[src/rtl/serreg_pkg.sv]
package serreg_pkg;

  localparam int REG_DW = 8;
  localparam int REG_AW = 4;
  localparam int REG_N  = 1 << REG_AW;
  localparam int CNT_W  = $clog2(REG_DW);

  // command layout, lowest bit first on the wire
  typedef struct packed {
    logic              burst;
    logic              rsv;
    logic              dsel;
    logic [REG_AW-1:0] addr;
    logic              rd;
  } cmd_t;

  typedef enum logic [2:0] {
    PS_CMD  = 3'd0,
    PS_WR   = 3'd1,
    PS_RD   = 3'd2,
    PS_IGN  = 3'd3,
    PS_DONE = 3'd4
  } pst_t;

  function automatic cmd_t cmd_decode(input logic [REG_DW-1:0] b);
    return cmd_t'(b);
  endfunction

  function automatic logic cmd_foreign(input cmd_t c);
    return c.dsel | c.rsv;
  endfunction

  function automatic logic [REG_AW-1:0] addr_next(input logic [REG_AW-1:0] a);
    return a + 1'b1;
  endfunction

  function automatic logic [REG_DW-1:0] lsb_shift_in(input logic [REG_DW-1:0] cur,
                                                     input logic b);
    return {b, cur[REG_DW-1:1]};
  endfunction

endpackage

[src/rtl/regport_sync.sv]
module regport_sync #(
  parameter int          N       = 3,
  parameter int          STAGES  = 2,
  parameter logic [N-1:0] RST_VAL = '0
) (
  input  logic         clk,
  input  logic         rst_n,
  input  logic [N-1:0] d,
  output logic [N-1:0] q
);

  generate
    for (genvar g = 0; g < N; g++) begin : g_bit
      if (STAGES <= 1) begin : g_one
        logic ff;
        always_ff @(posedge clk or negedge rst_n) begin
          if (!rst_n) ff <= RST_VAL[g];
          else        ff <= d[g];
        end
        assign q[g] = ff;
      end else begin : g_chain
        logic [STAGES-1:0] chain;
        always_ff @(posedge clk or negedge rst_n) begin
          if (!rst_n) chain <= {STAGES{RST_VAL[g]}};
          else        chain <= {chain[STAGES-2:0], d[g]};
        end
        assign q[g] = chain[STAGES-1];
      end
    end
  endgenerate

endmodule

[src/rtl/regport_edge.sv]
module regport_edge (
  input  logic clk,
  input  logic rst_n,
  input  logic lvl,
  output logic rise,
  output logic fall
);

  logic prev;

  always_ff @(posedge clk or negedge rst_n) begin
    if (!rst_n) prev <= 1'b0;
    else        prev <= lvl;
  end

  assign rise = lvl & ~prev;
  assign fall = ~lvl & prev;

endmodule

[src/rtl/regport_shift.sv]
module regport_shift
  import serreg_pkg::*;
(
  input  logic              clk,
  input  logic              rst_n,
  input  logic              active,
  input  logic              rise,
  input  logic              din,
  output logic              byte_done,
  output logic [REG_DW-1:0] byte_q
);

  localparam logic [CNT_W-1:0] LAST = CNT_W'(REG_DW - 1);

  logic [CNT_W-1:0]  cnt;
  logic [REG_DW-1:0] sr;
  logic [REG_DW-1:0] sr_nxt;

  assign sr_nxt = lsb_shift_in(sr, din);

  always_ff @(posedge clk or negedge rst_n) begin
    if (!rst_n) begin
      cnt       <= '0;
      sr        <= '0;
      byte_done <= 1'b0;
      byte_q    <= '0;
    end else begin
      byte_done <= 1'b0;
      if (!active) begin
        cnt <= '0;
      end else if (rise) begin
        sr  <= sr_nxt;
        cnt <= (cnt == LAST) ? '0 : cnt + 1'b1;
        if (cnt == LAST) begin
          byte_done <= 1'b1;
          byte_q    <= sr_nxt;
        end
      end
    end
  end

endmodule

[src/rtl/regport_ctrl.sv]
module regport_ctrl
  import serreg_pkg::*;
(
  input  logic              clk,
  input  logic              rst_n,
  input  logic              active,
  input  logic              fall,
  input  logic              byte_done,
  input  logic [REG_DW-1:0] byte_q,
  input  logic [REG_DW-1:0] rf_rdata,
  output logic [REG_AW-1:0] rf_addr,
  output logic [REG_DW-1:0] rf_wdata,
  output logic              rf_we,
  output logic              sdo,
  output logic              sdo_en,
  output logic              ignoring
);

  pst_t              state;
  logic              burst;
  logic              load_pend;
  logic [REG_DW-1:0] tx;
  cmd_t              cmd_in;

  assign cmd_in   = cmd_decode(byte_q);
  assign ignoring = (state == PS_IGN);

  always_ff @(posedge clk or negedge rst_n) begin
    if (!rst_n) begin
      state     <= PS_CMD;
      burst     <= 1'b0;
      load_pend <= 1'b0;
      tx        <= '0;
      rf_addr   <= '0;
      rf_wdata  <= '0;
      rf_we     <= 1'b0;
      sdo       <= 1'b0;
      sdo_en    <= 1'b0;
    end else begin
      rf_we <= 1'b0;
      if (!active) begin
        state     <= PS_CMD;
        sdo_en    <= 1'b0;
        load_pend <= 1'b0;
      end else begin
        // fetch read data one clock after the address has settled
        if (load_pend) begin
          tx        <= rf_rdata;
          load_pend <= 1'b0;
        end
        // burst write: step the address once the strobe has gone out
        if (rf_we && burst) rf_addr <= addr_next(rf_addr);

        unique case (state)
          PS_CMD: begin
            if (byte_done) begin
              if (cmd_foreign(cmd_in)) begin
                state <= PS_IGN;
              end else begin
                rf_addr <= cmd_in.addr;
                burst   <= cmd_in.burst;
                if (cmd_in.rd) begin
                  state     <= PS_RD;
                  load_pend <= 1'b1;
                end else begin
                  state <= PS_WR;
                end
              end
            end
          end
          PS_RD: begin
            if (fall) begin
              sdo    <= tx[0];
              tx     <= tx >> 1;
              sdo_en <= 1'b1;
            end
            if (byte_done) begin
              if (burst) begin
                rf_addr   <= addr_next(rf_addr);
                load_pend <= 1'b1;
              end else begin
                state <= PS_DONE;
              end
            end
          end
          PS_WR: begin
            if (byte_done) begin
              rf_we    <= 1'b1;
              rf_wdata <= byte_q;
              if (!burst) state <= PS_DONE;
            end
          end
          PS_DONE: begin
            if (fall) sdo_en <= 1'b0;
          end
          default: ;
        endcase
      end
    end
  end

endmodule

[src/rtl/serreg_port.sv]
module serreg_port
  import serreg_pkg::*;
#(
  parameter int SYNC_STAGES = 2
) (
  input  logic              clk,
  input  logic              rst_n,
  input  logic              cs_n,
  input  logic              sclk,
  input  logic              sdi,
  output logic              sdo,
  output logic              sdo_en,
  output logic [REG_AW-1:0] rf_addr,
  output logic [REG_DW-1:0] rf_wdata,
  output logic              rf_we,
  input  logic [REG_DW-1:0] rf_rdata
);

  logic              cs_s, sclk_s, sdi_s;
  logic              cs_act;
  logic              sclk_rise, sclk_fall;
  logic              byte_done;
  logic [REG_DW-1:0] byte_q;
  logic              ignoring;

  regport_sync #(
    .N       (3),
    .STAGES  (SYNC_STAGES),
    .RST_VAL (3'b001)
  ) u_sync (
    .clk   (clk),
    .rst_n (rst_n),
    .d     ({sdi, sclk, cs_n}),
    .q     ({sdi_s, sclk_s, cs_s})
  );

  assign cs_act = ~cs_s;

  regport_edge u_edge (
    .clk   (clk),
    .rst_n (rst_n),
    .lvl   (sclk_s),
    .rise  (sclk_rise),
    .fall  (sclk_fall)
  );

  regport_shift u_shift (
    .clk       (clk),
    .rst_n     (rst_n),
    .active    (cs_act),
    .rise      (sclk_rise),
    .din       (sdi_s),
    .byte_done (byte_done),
    .byte_q    (byte_q)
  );

  regport_ctrl u_ctrl (
    .clk       (clk),
    .rst_n     (rst_n),
    .active    (cs_act),
    .fall      (sclk_fall),
    .byte_done (byte_done),
    .byte_q    (byte_q),
    .rf_rdata  (rf_rdata),
    .rf_addr   (rf_addr),
    .rf_wdata  (rf_wdata),
    .rf_we     (rf_we),
    .sdo       (sdo),
    .sdo_en    (sdo_en),
    .ignoring  (ignoring)
  );

endmodule

[config.mk]
export PLATFORM = sky130hd
export DESIGN_NAME = serreg_port
export DESIGN_NICKNAME = d
export VERILOG_FILES = /design/src/rtl/serreg_pkg.sv /design/src/rtl/regport_sync.sv /design/src/rtl/regport_edge.sv /design/src/rtl/regport_shift.sv /design/src/rtl/regport_ctrl.sv /design/src/rtl/serreg_port.sv
export SDC_FILE = /design/constraint.sdc
export NUM_CORES = 1
export LEC_CHECK = 0
export ABC_AREA = 1
export BUFFER_PORTS_ARGS = -buffer_cell sky130_fd_sc_hd__buf_2
export CAP_MARGIN = 10
export CORE_UTILIZATION = 30
export CTS_CLUSTER_SIZE = 24
export DETAILED_ROUTE_END_ITERATION = 8
export MAX_ROUTING_LAYER = met4
export SLEW_MARGIN = 20
export SYNTH_ARGS = -nofsm -noshare
export SYNTH_HDL_FRONTEND = slang
export SYNTH_SLANG_ARGS = --single-unit
[constraint.sdc]
create_clock -name clk -period 1.5 [get_ports clk]
set_input_delay 0.3 -clock clk [delete_from_list [all_inputs] [get_ports clk]]
set_output_delay 0.3 -clock clk [all_outputs]
set_load 0.02 [all_outputs]
# --- Word-level counts from Yosys, hierarchy flattened ---
# Cells that the tools add are included.
word_totals:
  output_inout_bits: 15
  elab_cells: 84
  regBits: 55
op_classes:
  reduce_logical: 13
  n_mux: 36
  addsub: 2
  eq_ne: 9
  bitwise_logic: 7
ops:
  columns: ["op", "count"]
  rows:
  - ["$mux 3", 8]
  - ["$mux 8", 3]
  - ["$mux 4", 5]
  - ["$mux 1", 15]
  - ["$ne 3x3->1 const B", 4]
  - ["$reduce_and 3->1", 4]
  - ["$pmux 4 s2", 1]
  - ["$reduce_and 4->1", 2]
  - ["$eq 3x3->1 const B", 2]
  - ["$pmux 3 s2", 1]
  - ["$reduce_bool 3->1", 2]
  - ["$add 4x1->4 const B", 1]
  - ["$not 1->1", 4]
  - ["$pmux 1 s2", 2]
  - ["$add 3x1->3 const B", 1]
  - ["$eq 3x1->1 const B", 1]
  - ["$eq 3x2->1 const B", 1]
  - ["$logic_not 3->1", 1]
  - ["$ne 3x1->1 const B", 1]
  - ["$and 1x1->1", 2]
  - ["$mux 2", 1]
  - ["$reduce_and 2->1", 1]
  - ["$reduce_bool 2->1", 1]
  - ["$reduce_or 2->1", 1]
  - ["other kinds (2)", 2]

# --- Longest topological paths before layout ---
logic_depth:
  word_depth: 5
  depth_mapped: 9

# --- Modules after synthesis ---
# A second synthesis with hierarchy kept.
unflattened:
  cells_unflattened: 307
  hier_area_um2: 2565.0
modules_own_cells:
  columns: ["mod", "n_inst", "cells_per_inst", "area_per_inst_um2"]
  rows:
  - ["regport_ctrl", 1, 205, 1559.0]
  - ["regport_shift", 1, 87, 787.0]
  - ["regport_sync", 1, 9, 175.2]
  - ["regport_edge", 1, 5, 40.0]
  - ["serreg_port", 1, 1, 3.8]

# --- Least setup slack after synthesis ---
# Ideal clock, no wire load.
synth_timing:
  kind: "register to register"
  from: "register u_ctrl.rf_addr[0]"
  to: "register u_ctrl.rf_addr[1]"
  stages_incl_launch_ff: 8
  arrival_time_ps: 1397
  required_time_ps: 1424
  setup_time_ps: 76
  synth_period_minus_slack_ps: 1473
  slack_ps: 27
  path_cell_list: "dfrtp_1 ha_1 inv_1 o21ai_0 nor2_1 o21ai_1 nor2_1 o21ai_1"
synth_via:
  elab_chain_cells: 5
  word_cells_on_any_way: 7
  cone_classes: "add/sub: 1; mux: 6"
synth_rtl:
  columns: ["item", "line_no", "text"]
  rows:
  - ["from (decl)", "regport_ctrl.sv:11", "output logic [REG_AW-1:0] rf_addr,"]
  - ["from (signal assigned)", "regport_ctrl.sv:52", "if (rf_we && burst) rf_addr <= addr_next(rf_addr);"]
  - ["from (signal assigned)", "regport_ctrl.sv:60", "rf_addr <= cmd_in.addr;"]
  - ["from (signal assigned)", "regport_ctrl.sv:79", "rf_addr <= addr_next(rf_addr);"]
  - ["$add 4x1->4 *", "serreg_pkg.sv:34", "return a + 1'b1;"]
  - ["$mux 4", "regport_ctrl.sv:52", null]
  - ["$mux 4 (on tied branches)", "regport_ctrl.sv:78, regport_ctrl.sv:57", null]
  - ["$mux 4 (on tied branches)", "regport_ctrl.sv:77, regport_ctrl.sv:56", null]
  - ["$pmux 4 s2 *", "regport_ctrl.sv:54", "unique case (state)"]
# Every way passes the cells marked *; elsewhere a longest branch is shown, timed or not.
# A chain may end at the register's enable or synchronous reset.

# --- Worst setup path after layout ---
layout_timing:
  from: "register u_ctrl.state[0]"
  to: "register u_ctrl.tx[1]"
layout_via:
  elab_chain_cells: 2
layout_rtl:
  columns: ["item", "line_no", "text"]
  rows:
  - ["from (decl)", "regport_ctrl.sv:19", "pst_t state;"]
  - ["from (signal assigned)", "regport_ctrl.sv:30", "state <= PS_CMD;"]
  - ["from (signal assigned)", "regport_ctrl.sv:42", "state <= PS_CMD;"]
  - ["from (signal assigned)", "regport_ctrl.sv:58", "state <= PS_IGN;"]
  - ["$eq 3x2->1", "regport_ctrl.sv:54", null]
  - ["$mux 8", "regport_ctrl.sv:54", null]
  - ["to (signal assigned)", "regport_ctrl.sv:48", "tx <= rf_rdata;"]
  - ["to (signal assigned)", "regport_ctrl.sv:74", "tx <= tx >> 1;"]
  - ["to (decl)", "regport_ctrl.sv:22", "logic [REG_DW-1:0] tx;"]
# No other way between the ends.

==> impl_metrics.py <==
metrics = {
    "status": {
        "outcome": "finished, final reports clean",
    },
    "power": {
        "swShare_pct": 28.3,
        "vdd_drop_max_v": 0.000362,
        "p_leak_nw": 1.53,
        "power.clock.fraction_pct": 28.1,
        "p_per_area_nw_per_um2": 941,
        "power_frac_comb_pct": 15.1,
        "p_switching_mw": 0.808,
        "p_seq_share_pct": 56.9,
        "p_int_mw": 2.05,
    },
    "critical_path": {
        "worstSetupPathType": "register to register",
        "cp_slowest_cell": "dfrtp_2",
        "arrival_ps": 1700,
        "cp_max_fo": 10,
        "cp_slowest_stage_delay_ps": 440,
        "crit_chain": "nor2_4 -> nand2_4 -> inv_4 -> nand3_4 -> nor2_4 -> inv_6 -> nand2_8 -> nor2_1 -> nor3_2",
        "critPathMostFrequentCell": "nor2_4",
        "cp.required_ps": 1730,
        "cp-end-kind": "register",
        "start_kind": "register",
    },
    "logic_synthesis": {
        "yosysSeqAreaShare_pct": 54.4,
        "synth_area_leader_cell": "dfrtp_1",
        "synth.distinct_cells": 28,
        "synth.area.top_cells": "dfrtp_1 52%, nand2_1 12%, inv_1 4.4%",
        "syn_area_um2": 2490,
        "ys.warnings.count": 0,
        "avgSynthCellArea_um2": 8.67,
        "yosysTopAreaCellShare_pct": 52.3,
        "ys_seq_elements": 54,
        "synth_nets": 303,
        "synthCells": 287,
    },
    "finish": {
        "diodes": 0,
        "final_cell_mix": "74 x nand2_1, 51 x dfrtp_1, 28 x inv_1",
        "layout_commonest_cell": "nand2_1",
        "layout-drive-gt1-share_pct": 26.0,
        "fillCellCount": 795,
        "syn2layout_area_growth_pct": 22.0,
        "fin_cells": 441,
        "fin_nets": 354,
    },
    "floorplan": {
        "rows": 32,
        "die_w_um": 93.1,
        "start_util_pct": 31.6,
        "core_um2": 7890,
        "io_pins": 28,
        "dieArea_um2": 8660,
        "die_h_um": 93.1,
    },
    "global_routing": {
        "grt_pass1_wl_um": 8610,
        "grt-ovfl-total": 0,
        "first_global_vias": 1878,
        "grt_max_degree": 38,
        "antenna_found_initial": 0,
        "grt_use_total_pct": 12.9,
    },
    "route": {
        "drc_errors": 0,
        "firstDrtPassIters": 4,
        "postRouteAntennaNets": 0,
        "drt-total-wl_um": 5080,
        "wl_per_cell_um": 11.5,
        "vias": 2006,
        "detail_route.iter0.violations": 71,
        "via_per_inst": 4.55,
    },
    "sta": {
        "rsz0062_at_grt": "yes",
        "final.setup.worst_slack_ps": 28.2,
        "finalCriticalPeriod_ps": 1470,
        "fin_crit_sh_pct": 98.1,
        "hold_violations": 0,
        "setup_viol": 0,
        "finalClockSkew_ps": 11.6,
        "maxSlewViolCount": 0,
        "slew_headroom_pct": 80.8,
        "max_freq_ghz": 0.679,
        "worstMarginPinSlew_ps": 285,
    },
    "worst_hold_path": {
        "min_path_type": "primary input to register",
    },
    "clocking": {
        "clock_path_buffers": 2,
        "cts_inserted_buffers": 5,
        "cts_sinks": 54,
        "htreeDepth": 2,
        "cts_tree": "done",
        "cts_root_buf": "clkbuf_8",
        "clk_latency_ps": 310,
        "clk_pin_slew_ps": 90,
    },
    "job": {
        "drv_cap": 0,
    },
    "place": {
        "dp_cells": 422,
        "port_buffers": 27,
        "pre_cts_slack_ps": -11.9,
        "post-dp-hpwl_um": 3610,
        "place_congestion": 0.861,
    },
}
[per-layer routing]
metal | wire, um | track usage [%] | vias to the layer above
li1 | - | - | 1036
met4 | 70 | 4.23 | 0
met2 | 2330 | 20.0 | 35
met3 | 168 | 2.28 | 6
met1 | 2500 | 17.2 | 929
met5 | 0 | - | -
[sequential cells by signal (all words and copies together) (netlist names)]
name and flops:
u_ctrl.rf_we 1, u_shift.cnt 3, u_shift.byte_done 1, u_ctrl.burst 1
u_ctrl.sdo 1, u_ctrl.state 3, u_ctrl.rf_addr 4, u_edge.prev 1
u_ctrl.sdo_en 1, u_ctrl.tx 8, u_ctrl.rf_wdata 8, u_sync.g_bit.g_chain.chain 6
u_ctrl.load_pend 1, u_shift.sr 7, u_shift.byte_q 8
[power groups by stage]
stage                     sequential (mW)  combinational, mW  clock (mW)
after CTS                            1.63              0.415       0.830
after global placement               1.66              0.395           0
after global routing                 1.64              0.495       0.898
after floorplan                      1.68              0.217           0
after detailed placement             1.66              0.402           0
final                                1.63              0.430       0.802
[cell families after synthesis]
logic type                 after synthesis  synth area share [%]
adders and majority gates                3                  1.51
xor gates and xnor gates                 2                 0.704
and+or+nand+nor                        154                  29.7
DFF                                     54                  54.4
buffers and inverters                   37                  5.88
AOI/OAI and AO/OA                       37                  7.79
[final timing paths]
path	start	endpoint	slack (ps)	depth (start not counted)
setup / recovery	u_ctrl.state[0]$_DFFE_PN0P_	u_ctrl.tx[1]$_DFFE_PN0N_	30	9
hold reg to reg	u_sync.g_bit[1].g_chain.chain[0]$_DFF_PN0_	u_sync.g_bit[1].g_chain.chain[1]$_DFF_PN0_	360	0
min in group asynchronous	rst_n	u_ctrl.sdo$_DFFE_PN0P_	500	3
max in group asynchronous	rst_n	u_sync.g_bit[0].g_chain.chain[1]$_DFF_PN1_	750	3
setup reg to reg	u_ctrl.state[0]$_DFFE_PN0P_	u_ctrl.tx[1]$_DFFE_PN0N_	30	9
hold / removal	cs_n	u_sync.g_bit[0].g_chain.chain[0]$_DFF_PN1_	90	1
[worst max-delay path: cells and delay by family, from the launching register on]
| family | cells | cell delay (ps) |
|---|---|---|
| buf+inv | 2 | 160 |
| flops | 1 | 440 |
| simple gates | 7 | 790 |
[cell type report]
class | instances | area [um2] | share of cell area, %
timing repair buffer | 48 | 308 | 10.1
clock buffer | 5 | 68.8 | 2.27
sequential | 54 | 1360 | 44.6
multi-input combinational | 196 | 1030 | 33.8
tap | 102 | 128 | 4.20
clock inverter | 3 | 18.8 | 0.618
inverter | 33 | 131 | 4.33
[per-stage QoR]
step	hold slack (ps)	TNS, ps	instance area, um2	util (%)	total power, mW
2_1_floorplan	4.41	0	2490	-	1.90
3_3_place_gp	298	0	2820	35.8	2.05
3_5_place_dp	294	-11.9	2820	35.8	2.06
4_1_cts	73.9	0	2940	37.2	2.87
5_1_grt	73.3	-250	3040	38.5	3.03
6_report	85.1	0	3040	38.5	2.86
[what timing repair did]
| action | 4_1_cts | 5_1_grt |
|---|---|---|
| hold endpoints to repair | 52 | 0 |
| pin swaps | 1 | 3 |
| hold buffers | 1 | 0 |
| resized for setup | 1 | 15 |
| endpoints found under the setup margin | 2 | 22 |
| setup buffers | 2 | 8 |
[synthesized netlist by cell type (all sizes together)]
| cell type | n |
|---|---|
| dfrtp | 52 |
| o31ai | 1 |
| nand3 | 23 |
| nand2 | 81 |
| ha | 3 |
| o21ai | 28 |
| nor2 | 28 |
| clkbuf | 1 |
| nor4 | 1 |
| a32oi | 1 |
| buf | 3 |
| a21oi | 6 |
| dfstp | 2 |
| inv | 32 |
| o211ai | 1 |
| clkinv | 1 |
| xor2 | 2 |
| nor3 | 18 |
| nand4 | 3 |
No activity file was read; power rests on OpenSTA's default activity.
